`src/rtl/dring_pkg.sv`:
```
package dring_pkg;
  localparam int DATA_W     = 32;
  localparam int DESC_BYTES = 8;

  typedef struct packed {
    logic [15:0] flags;
    logic [15:0] count;
    logic [31:0] addr;
  } desc_t;

  typedef enum logic [1:0] {
    ST_IDLE  = 2'd0,
    ST_FETCH = 2'd1,
    ST_WAIT  = 2'd2,
    ST_MOVE  = 2'd3
  } walk_st_e;

  localparam logic [2:0] RI_CTRL  = 3'd0;
  localparam logic [2:0] RI_RESET = 3'd1;
  localparam logic [2:0] RI_HALT  = 3'd2;
  localparam logic [2:0] RI_BASE  = 3'd3;
  localparam logic [2:0] RI_SIZE  = 3'd4;
  localparam logic [2:0] RI_EVENT = 3'd5;
  localparam logic [2:0] RI_CUR   = 3'd6;

  localparam int CTL_EN  = 1;
  localparam int CTL_P2M = 3;
  localparam int CTL_SYS = 5;
  localparam int FLG_IRQ = 15;
endpackage

```
`src/rtl/dring_regs.sv`:
```
module dring_regs
  import dring_pkg::*;
#(
  parameter int ADDR_W = 32,
  parameter int OFS_W  = 16,
  parameter int RING_DEF = 32768
) (
  input  logic              clk,
  input  logic              rst_n,
  input  logic              wr_en,
  input  logic [2:0]        idx,
  input  logic [DATA_W-1:0] wr_data,
  output logic [DATA_W-1:0] rd_data,
  input  logic [OFS_W-1:0]  cur_ofs,
  output logic              clr,
  output logic              enable,
  output logic              p2m,
  output logic              halt,
  output logic [ADDR_W-1:0] base,
  output logic [OFS_W-1:0]  size,
  output logic [OFS_W-1:0]  event_ofs
);
  localparam logic [OFS_W-1:0] SIZE_DEF = OFS_W'(RING_DEF);

  logic              hold_q, hold_d;
  logic              en_q, en_d, p2m_q, p2m_d, sys_q, sys_d;
  logic              halt_q, halt_d;
  logic [ADDR_W-1:0] base_q, base_d;
  logic [OFS_W-1:0]  size_q, size_d, evt_q, evt_d;
  logic              wr_ok;

  assign wr_ok = wr_en && !hold_q;

  always_comb begin
    hold_d = hold_q;
    en_d   = en_q;
    p2m_d  = p2m_q;
    sys_d  = sys_q;
    halt_d = halt_q;
    base_d = base_q;
    size_d = size_q;
    evt_d  = evt_q;
    if (wr_en && idx == RI_RESET) hold_d = wr_data[0];
    if (hold_q) begin
      en_d   = 1'b0;
      p2m_d  = 1'b0;
      sys_d  = 1'b0;
      halt_d = 1'b0;
      base_d = '0;
      size_d = SIZE_DEF;
      evt_d  = '0;
    end else if (wr_ok) begin
      case (idx)
        RI_CTRL: begin
          en_d  = wr_data[CTL_EN];
          p2m_d = wr_data[CTL_P2M];
          sys_d = wr_data[CTL_SYS];
        end
        RI_HALT:  halt_d = wr_data[0];
        RI_BASE:  base_d = {wr_data[ADDR_W-1:3], 3'b000};
        RI_SIZE:  size_d = {wr_data[OFS_W-1:3], 3'b000};
        RI_EVENT: evt_d  = {wr_data[OFS_W-1:3], 3'b000};
        default: ;
      endcase
    end
  end

  always_ff @(posedge clk or negedge rst_n) begin
    if (!rst_n) begin
      hold_q <= 1'b0;
      en_q   <= 1'b0;
      p2m_q  <= 1'b0;
      sys_q  <= 1'b0;
      halt_q <= 1'b0;
      base_q <= '0;
      size_q <= SIZE_DEF;
      evt_q  <= '0;
    end else begin
      hold_q <= hold_d;
      en_q   <= en_d;
      p2m_q  <= p2m_d;
      sys_q  <= sys_d;
      halt_q <= halt_d;
      base_q <= base_d;
      size_q <= size_d;
      evt_q  <= evt_d;
    end
  end

  always_comb begin
    rd_data = '0;
    case (idx)
      RI_CTRL: begin
        rd_data[CTL_EN]  = en_q;
        rd_data[CTL_P2M] = p2m_q;
        rd_data[CTL_SYS] = sys_q;
      end
      RI_RESET: rd_data[0] = hold_q;
      RI_HALT:  rd_data[0] = halt_q;
      RI_BASE:  rd_data[ADDR_W-1:0] = base_q;
      RI_SIZE:  rd_data[OFS_W-1:0]  = size_q;
      RI_EVENT: rd_data[OFS_W-1:0]  = evt_q;
      RI_CUR:   rd_data[OFS_W-1:0]  = cur_ofs;
      default:  rd_data = '0;
    endcase
  end

  assign clr       = hold_q;
  assign enable    = en_q;
  assign p2m       = p2m_q;
  assign halt      = halt_q;
  assign base      = base_q;
  assign size      = size_q;
  assign event_ofs = evt_q;


  hold_defaults_chk: assert property (@(posedge clk) disable iff (!rst_n)
    hold_q |=> (size_q == SIZE_DEF && base_q == '0 && evt_q == '0 && !en_q && !halt_q));

  align_chk: assert property (@(posedge clk) disable iff (!rst_n)
    wr_en |=> (base_q[2:0] == 3'b000 && size_q[2:0] == 3'b000 && evt_q[2:0] == 3'b000));
endmodule

```
`src/rtl/dring_walker.sv`:
```
module dring_walker
  import dring_pkg::*;
#(
  parameter int ADDR_W = 32,
  parameter int OFS_W  = 16
) (
  input  logic              clk,
  input  logic              rst_n,
  input  logic              clr,
  input  logic              enable,
  input  logic              halt,
  input  logic [ADDR_W-1:0] base,
  input  logic [OFS_W-1:0]  size,
  input  logic [OFS_W-1:0]  event_ofs,
  output logic              mem_req,
  output logic [ADDR_W-1:0] mem_addr,
  input  logic              mem_rvalid,
  input  logic [63:0]       mem_rdata,
  output logic              mv_valid,
  input  logic              mv_ready,
  output logic [31:0]       mv_addr,
  output logic [15:0]       mv_len,
  output logic [15:0]       mv_flags,
  output logic              irq,
  output logic [OFS_W-1:0]  cur_ofs
);
  localparam logic [OFS_W:0] STEP = (OFS_W+1)'(DESC_BYTES);

  walk_st_e         st_q, st_d;
  logic [OFS_W-1:0] cur_q, cur_d, nxt_ofs;
  logic [OFS_W:0]   sum;
  desc_t            rd_desc, desc_q;
  logic             go, adv, cur_ld, desc_ld;
  logic [15:0]      adv_flags;

  assign rd_desc = desc_t'(mem_rdata);
  assign go      = enable && !halt && (cur_q != event_ofs);
  assign sum     = {1'b0, cur_q} + STEP;
  assign nxt_ofs = (sum >= {1'b0, size}) ? '0 : sum[OFS_W-1:0];

  assign adv = !clr && (((st_q == ST_MOVE) && mv_ready) ||
                        ((st_q == ST_WAIT) && mem_rvalid && rd_desc.count == 16'd0));
  assign adv_flags = (st_q == ST_MOVE) ? desc_q.flags : rd_desc.flags;
  assign desc_ld   = !clr && (st_q == ST_WAIT) && mem_rvalid;
  assign cur_ld    = adv || clr;

  always_comb begin
    st_d  = st_q;
    cur_d = cur_q;
    if (clr) begin
      st_d  = ST_IDLE;
      cur_d = '0;
    end else begin
      case (st_q)
        ST_IDLE:  if (go) st_d = ST_FETCH;
        ST_FETCH: st_d = ST_WAIT;
        ST_WAIT: begin
          if (mem_rvalid) begin
            if (rd_desc.count == 16'd0) begin
              st_d  = ST_IDLE;
              cur_d = nxt_ofs;
            end else begin
              st_d = ST_MOVE;
            end
          end
        end
        ST_MOVE: begin
          if (mv_ready) begin
            st_d  = ST_IDLE;
            cur_d = nxt_ofs;
          end
        end
        default: st_d = ST_IDLE;
      endcase
    end
  end

  always_ff @(posedge clk or negedge rst_n) begin
    if (!rst_n) begin
      st_q  <= ST_IDLE;
      cur_q <= '0;
    end else begin
      st_q <= st_d;
      if (cur_ld) cur_q <= cur_d;
    end
  end

  always_ff @(posedge clk or negedge rst_n) begin
    if (!rst_n) begin
      desc_q <= '0;
    end else if (desc_ld) begin
      desc_q <= rd_desc;
    end
  end

  assign mem_req  = (st_q == ST_FETCH);
  assign mem_addr = base + {{(ADDR_W-OFS_W){1'b0}}, cur_q};
  assign mv_valid = (st_q == ST_MOVE);
  assign mv_addr  = desc_q.addr;
  assign mv_len   = desc_q.count;
  assign mv_flags = desc_q.flags;
  assign irq      = adv && adv_flags[FLG_IRQ];
  assign cur_ofs  = cur_q;


  mv_hold_chk: assert property (@(posedge clk) disable iff (!rst_n)
    (mv_valid && !mv_ready && !clr) |=>
      (mv_valid && $stable(mv_addr) && $stable(mv_len) && $stable(mv_flags) && $stable(cur_ofs)));

  halt_no_fetch_chk: assert property (@(posedge clk) disable iff (!rst_n)
    halt |=> !mem_req);

  idle_at_event_chk: assert property (@(posedge clk) disable iff (!rst_n)
    (st_q == ST_IDLE && cur_ofs == event_ofs) |=> !mem_req);

  clr_reset_chk: assert property (@(posedge clk) disable iff (!rst_n)
    clr |=> (cur_ofs == '0 && !mv_valid));

  one_fetch_chk: assert property (@(posedge clk) disable iff (!rst_n)
    mem_req |=> !mem_req);
endmodule

```
`src/rtl/dring_pipe.sv`:
```
module dring_pipe
  import dring_pkg::*;
#(
  parameter int ADDR_W   = 32,
  parameter int OFS_W    = 16,
  parameter int RING_DEF = 32768
) (
  input  logic              clk,
  input  logic              rst_n,
  input  logic              reg_wr,
  input  logic [2:0]        reg_addr,
  input  logic [31:0]       reg_wdata,
  output logic [31:0]       reg_rdata,
  output logic              mem_req,
  output logic [ADDR_W-1:0] mem_addr,
  input  logic              mem_rvalid,
  input  logic [63:0]       mem_rdata,
  output logic              mv_valid,
  input  logic              mv_ready,
  output logic [31:0]       mv_addr,
  output logic [15:0]       mv_len,
  output logic [15:0]       mv_flags,
  output logic              mv_to_mem,
  output logic              irq
);
  logic              clr, enable, p2m, halt;
  logic [ADDR_W-1:0] base;
  logic [OFS_W-1:0]  size, event_ofs, cur_ofs;

  dring_regs #(.ADDR_W(ADDR_W), .OFS_W(OFS_W), .RING_DEF(RING_DEF)) u_regs (
    .clk(clk), .rst_n(rst_n), .wr_en(reg_wr), .idx(reg_addr),
    .wr_data(reg_wdata), .rd_data(reg_rdata), .cur_ofs(cur_ofs),
    .clr(clr), .enable(enable), .p2m(p2m), .halt(halt),
    .base(base), .size(size), .event_ofs(event_ofs)
  );

  dring_walker #(.ADDR_W(ADDR_W), .OFS_W(OFS_W)) u_walk (
    .clk(clk), .rst_n(rst_n), .clr(clr), .enable(enable), .halt(halt),
    .base(base), .size(size), .event_ofs(event_ofs),
    .mem_req(mem_req), .mem_addr(mem_addr),
    .mem_rvalid(mem_rvalid), .mem_rdata(mem_rdata),
    .mv_valid(mv_valid), .mv_ready(mv_ready), .mv_addr(mv_addr),
    .mv_len(mv_len), .mv_flags(mv_flags), .irq(irq), .cur_ofs(cur_ofs)
  );

  assign mv_to_mem = p2m;


  enable_gate_chk: assert property (@(posedge clk) disable iff (!rst_n)
    !enable |=> !mem_req);

  irq_pulse_chk: assert property (@(posedge clk) disable iff (!rst_n)
    irq |=> !irq);
endmodule

```
`config.mk`:
```
export PLATFORM = sky130hd
export DESIGN_NAME = dring_pipe
export DESIGN_NICKNAME = d
export VERILOG_FILES = /design/src/rtl/dring_pkg.sv /design/src/rtl/dring_regs.sv /design/src/rtl/dring_walker.sv /design/src/rtl/dring_pipe.sv
export SDC_FILE = /design/constraint.sdc
export NUM_CORES = 1
export LEC_CHECK = 0
export BUFFER_PORTS_ARGS = -buffer_cell sky130_fd_sc_hd__buf_2
export CORE_UTILIZATION = 47
export CTS_CLUSTER_SIZE = 20
export DETAILED_ROUTE_END_ITERATION = 12
export PLACE_DENSITY = 0.83
export SYNTH_ARGS = -nofsm -noshare
export SYNTH_HDL_FRONTEND = slang
export SYNTH_SLANG_ARGS = --single-unit
```
`constraint.sdc`:
```
create_clock -name clk -period 3.6 [get_ports clk]
set_clock_uncertainty 0.1 [all_clocks]
set_input_delay 0.18 -clock clk [delete_from_list [all_inputs] [get_ports clk]]
set_output_delay 0.18 -clock clk [all_outputs]
set_load 0.01 [all_outputs]
```
* Word level (Yosys, flattened, before mapping)
Index checks and enable logic that the tools add are counted.
** Cells by class
- $add $sub $neg :: 2
- Multipliers :: 0
- Divide/modulo/power cells :: 0
- $lt $le $gt $ge :: 1
- Equality and inequality tests :: 14
- Shift operators :: 0
- Mux-type cells :: 42
- Bitwise logic cells :: 0
- Reduce and logical (&&, ||, !) cells :: 32
** Operators by type and width (count)
- 16-bit 2-to-1 mux :: 13
- 32-bit 2-to-1 mux :: 3
- 10-bit case mux with 4 select lines :: 1
- 32-bit by 16-bit adder with 32-bit output :: 1
- 16-bit case mux with 2 select lines :: 1
- 16-bit by 4-bit adder with 17-bit output (second input constant) :: 1
- 17-bit by 16-bit >= comparator with 1-bit output :: 1
- 16-bit zero test :: 1
- 16-bit inequality test :: 1
- 1-bit case mux with 5 select lines :: 3
- 1-bit 2-to-1 mux :: 12
- 2-bit nonzero test :: 6
- 1-bit logical AND :: 11
- 2-bit 2-to-1 mux :: 5
- 2-bit AND reduction :: 5
- 3-bit == test (second input constant) :: 3
- 1-bit case mux with 4 select lines :: 2
- 2-bit case mux with 4 select lines :: 1
- 3-bit by 2-bit == test with 1-bit output (second input constant) :: 2
- 3-bit inequality test (second input constant) :: 2
- 1-bit case mux with 6 select lines :: 1
- 5-bit AND reduction :: 1
- 2-bit == test (second input constant) :: 2
- 3-bit by 1-bit == test with 1-bit output (second input constant) :: 1
- other kinds (9) :: 11
** Word-level totals
- Flip-flop bits (word level) :: 151
- Bits in latches :: 0
- RAM bits :: 0
- Bits in read-only memories :: 0
- Input port bits :: 104
- Output and inout port bits :: 132
- Memories :: 0

* Depth between registers and ports, before layout
- Depth in word-level cells :: 7
- Depth in mapped cells :: 17

* Hierarchy
From an unflattened synthesis, not the netlist that was laid out.
** Second synthesis, totals
- Cell total of the unflattened synthesis :: 775
- Area, all modules :: 7846.3 µm²
** By module, submodules not included
- dring_walker :: instances 1, cells an instance 420, area each 4707.0 µm², sequential area each 1976.9 µm²
- dring_regs :: instances 1, cells an instance 355, area each 3139.3 µm², sequential area each 1502.7 µm²

* Worst setup path after synthesis
No wires, ideal clock.
- Path kind :: register to register
- Start :: register u_walk.cur_q[3] (netlist: u_walk.cur_ofs[3])
- End :: register u_walk.cur_q[10] (netlist: u_walk.cur_ofs[10])
- Setup time :: 0.064 ns
- Data arrival time :: 3.266 ns
- Required time :: 3.436 ns
- Slack :: 0.170 ns
- Cell stages (with the launch flop) :: 18
- Buffers on the path :: 3
- Clock period less this slack :: 3.430 ns
- Path through :: dfrtp_1 > ha_1 > and3_1 > and3_1 > clkbuf_1 > nand2_1 > nor2_1 > xnor2_1 > inv_1 > ha_1 > a21o_1 > a21o_1 > a311o_1 > or4_1 > buf_2 > buf_6 > nor4_2 > a21o_1
** On the way
- Cells in the longest elaborated chain, start to end :: 7
** Ends and longest elaborated chain
- from (decl) :: line dring_walker.sv:30 : logic [OFS_W-1:0] cur_q, cur_d, nxt_ofs;
- from (signal assigned) :: line dring_walker.sv:84 : if (cur_ld) cur_q <= cur_d;
- 16-bit by 4-bit adder with 17-bit output (*) :: line dring_walker.sv:38 : assign sum = {1'b0, cur_q} + STEP;
- 17-bit by 16-bit >= comparator with 1-bit output :: line dring_walker.sv:39 : assign nxt_ofs = (sum >= {1'b0, size}) ? '0 : sum[OFS_W-1:0];
- 16-bit 2-to-1 mux (*) :: line dring_walker.sv:39
- 16-bit 2-to-1 mux :: line dring_walker.sv:59 : if (rd_desc.count == 16'd0) begin
- 16-bit 2-to-1 mux :: line dring_walker.sv:58 : if (mem_rvalid) begin
- 16-bit case mux with 2 select lines (*) :: line dring_walker.sv:54 : case (st_q)
- 16-bit 2-to-1 mux (*) :: line dring_walker.sv:50 : if (clr) begin
Every way passes the cells marked *; elsewhere a longest branch is shown, timed or not. The select of a mux whose other input is x is not followed.
A chain may end at the register's enable or synchronous reset.

* Worst setup path after layout
- Start :: register u_walk.cur_q[4] (netlist: u_walk.cur_ofs[4])
- End :: register u_walk.cur_q[9] (netlist: u_walk.cur_ofs[9])
Same word-level chain as after synthesis.

==> metrics <==
overall routing resource usage=slightly below 30%; clk buf depth=2; CP Data Arrival Time=roughly 3700 ps; global placer's final weighted congestion=around 0.91; register area share after synthesis=between 40% and 50%; sequential cell area=~3500 um^2; Syn Area/Cell=slightly below 10 um^2; area of the multi-input gates=about 4000 um^2; Final Core Density=between 60 and 70%; final worst slack=about 210 ps; largest family of logic cells by synthesized area=simple AND/OR/NAND/NOR gates; Vias per Instance=5.33; gr busiest metal=met2; CTS tree=yes; max-slew violations=0; GRT met3 Usage=under 10%; pin slew with the least headroom to its limit=1200 ps; Cell Pwr Density=533 nW/um^2; startpoint types=flip-flop; share of cells above drive strength 1=a little under a third; Ports=roughly 240; Finished Cell Area=approximately 11000 um^2; xor/xnor share of the synthesized area=under 10%; antenna violations before repair=1; final setup fails=0; WP buf/inv=2; ys async rst share=between 90% and 100%; Die Footprint=roughly 17000 um^2; adder-cell share of the synthesized area=4.63%; area of the core=15900 um^2; Slowest-stage cell, CP=or4_1; final WL=~24000 um; row count=46; CTS Buf Count=17; setup TNS=0 ps; first-pass iteration count of the detailed router=5; pin count of the biggest net entering global routing=between 100 and 150; CTS root buf=clkbuf_16; Wirelength per Cell=17.9 um; # DRC=0; Detail Route Antenna Nets=0; VDD IR max=approximately 0.0005 V; Hold Violations, Final=0; final worst-path cycle share=a little over nine tenths; fmax=between 200 and 300 MHz; DR vias=between 7000 and 8000; crit path capture type=flip-flop; Rel. slew slack=approximately 20%; Critical Path RT=3860 ps; Synth Register Bits=between 100 and 150; Yosys warnings=0; Post-CTS Repair Setup Buffers=0; first-pass GRT wire length=37800 um; Synth Area in Compound Gates=between 10% and 20%; met2 Use GR=between 40% and 50%; grt ovf=0; clock sinks=~140; number of max-cap violations=0; # fillers=approximately 1200; initial core utilization=roughly half; # nets final=around 1300; CP most frequent cell=a21o_1; top_reg_cell synth=dfrtp_1; multiplexer share of the synthesized area=between 10% and 20%; clk_lat worst skew=around 420 ps; crit-path cells=ha_2, and3_1, and3_1, nand2_1, nor2_1, xnor2_1, inv_1, ha_1, a21o_1, a21o_1, a311o_1, or4_1, buf_4, nor3b_1, a21o_1; Worst path max stage delay=about 420 ps; dpl ws=between 200 and 300 ps; CTS clk-pin slew, worst paths=about 70 ps; H-tree levels=4; critical path type=flip-flop to flip-flop; Hold WS=between 70 and 80 ps; post-synthesis simple-gate area fraction=17.3%; vias in the first global route=around 7300; IO buf count=230; Hold Path Class=input port to flip-flop; Post-Synthesis Cells=~800; post-route minimum period=between 3000 and 4000 ps; maximum fanout along the worst path=10; Post-synth EDFFs=0; status=complete, no violations; LEAKAGE=between 5 and 6 nW; DIE HEIGHT=130 um; Mapped Area=just under 8000 um^2; grt met1 use=between 30% and 40%; Area Growth Syn to Fin=38.6%; Worst path top cell family by delay=simple AND/OR/NAND/NOR gates; dpl cell area=9100 um^2; die width=~130 um; 1st-iter DRT viols=around 420; synth unique cells=just under 60; HPWL after DPL=about 16000 um
final timing paths:
| check | startpoint | end | slack (ps) | cells after the start |
|---|---|---|---|---|
| hold / removal | reg_wr | u_regs.halt$_DFFE_PN0P_ | 80 | 4 |
| min in group asynchronous | rst_n | u_walk.mv_len[12]$_DFFE_PN0P_ | 350 | 2 |
| setup / recovery | u_walk.cur_ofs[4]$_DFFE_PN0P_ | u_walk.cur_ofs[9]$_DFFE_PN0P_ | 210 | 15 |
| hold reg to reg | u_walk.mv_flags[2]$_DFFE_PN0P_ | u_walk.mv_flags[2]$_DFFE_PN0P_ | 400 | 1 |
| max in group asynchronous | rst_n | u_walk.mv_flags[5]$_DFFE_PN0P_ | 2160 | 3 |
| setup reg to reg | u_walk.cur_ofs[4]$_DFFE_PN0P_ | u_walk.cur_ofs[9]$_DFFE_PN0P_ | 210 | 15 |
area by class of cell:
type / instances / share of cell area [%]
diodes: 2 / 0.0467
clock buffers: 17 / 3.97
clock inverters: 15 / 1.80
inverters: 26 / 0.911
multi-input cells: 594 / 37.0
flip-flops and latches: 139 / 32.5
well taps: 216 / 2.52
repair buffers: 346 / 21.2
worst register-to-register path, stage by stage (launching register included):
cell and delay [ps]:
dfrtp_1 400, ha_2 240, and3_1 190, and3_1 220, nand2_1 70, nor2_1 120, xnor2_1 160, inv_1 70
ha_1 180, a21o_1 170, a21o_1 160, a311o_1 310, or4_1 420, buf_4 190, nor3b_1 220, a21o_1 100
cell families after synthesis:
| family | Yosys count |
|---|---|
| simple gates | 279 |
| xor+xnor | 51 |
| buf+inv | 75 |
| flops | 139 |
| compound gates | 150 |
| other cells | 1 |
| fa+ha+maj | 28 |
| mux | 82 |
registers in the layout (all words and copies together) (netlist names):
name              count
u_regs.base          29
u_regs.halt           1
u_regs.sys_q          1
u_walk.mv_addr       32
u_walk.mv_flags      16
u_regs.size          13
u_regs.event_ofs     13
u_regs.clr            1
u_regs.p2m            1
u_walk.st_q           2
u_walk.cur_ofs       13
u_regs.enable         1
u_walk.mv_len        16
stage by stage:
step / power, mW / std cells
final: 5.71 / 1355
after global routing: 5.97 / 1353
after CTS: 5.66 / 1353
after detailed placement: 3.76 / 1224
after global placement: 3.69 / 1224
after floorplan: 3.06 / 808
power by group:
part	leakage (nW)	internal, mW	total [mW]	switching, mW
Combinational	3.19	0.787	1.62	0.830
Clock	0.303	1.01	1.81	0.807
Sequential	1.81	1.99	2.28	0.289
Total	5.30	3.79	5.71	1.93
timing repair:
action                                 CTS  global route
endpoints found under the hold margin  227             0
setup endpoints to repair                0             9
resized for setup                        0             4
hold buffers                            97             0
routing by layer:
metal	wire length, um	share of wire, %
met1	9960	41
met2	12200	50
met3	1600	6.6
met4	481	2.0
met5	0	0
synthesized netlist by cell type (all sizes together) (2+ instances only):
cell type  number  area (um^2)
xnor2          31          272
and2           20          128
nand2         154          578
inv            26         97.6
ha             27          338
a31oi           2         12.5
xor2           20          175
nor4b           2         17.5
nor3            2         10.0
mux2           65          732
nor4            8         56.3
nand4           9         56.3
a21oi          82          410
o31ai           2         15.0
nor2           20         75.1
and3            7         43.8
nand3          21          105
a22o           10         87.6
nand3b          3         35.0
o21bai          5         37.5
a21o           11         82.6
mux2i          17          170
buf            14         88.8
nor3b           7         52.6
nand2b         10         62.6
or2             2         12.5
clkbuf         35          131
nor2b           8         50.1
o211ai          3         22.5
dfrtp         138         3450
o21ai          22          110
a211oi          3         22.5
layout by cell type (no fill, tap or decap), types with 3 or more instances in the layout:
cell	instances
inv_6	6
a22o_1	10
inv_1	26
nor2b_1	8
buf_2	229
nand3_1	21
buf_4	19
a211oi_1	3
clkinv_8	4
mux2_2	65
a21oi_1	82
conb_1	4
xor2_1	20
ha_1	26
clkbuf_16	17
nor3b_1	6
nand2_1	154
nor2_1	20
dlygate4sd3_1	97
o21bai_1	5
nand2b_1	10
a21o_1	11
xnor2_1	31
o21ai_0	21
nand4_1	9
and3_1	7
o211ai_1	3
inv_8	4
and2_1	19
mux2i_1	17
nor4_1	7
dfrtp_1	137
No activity file was read; power rests on OpenSTA's default activity.
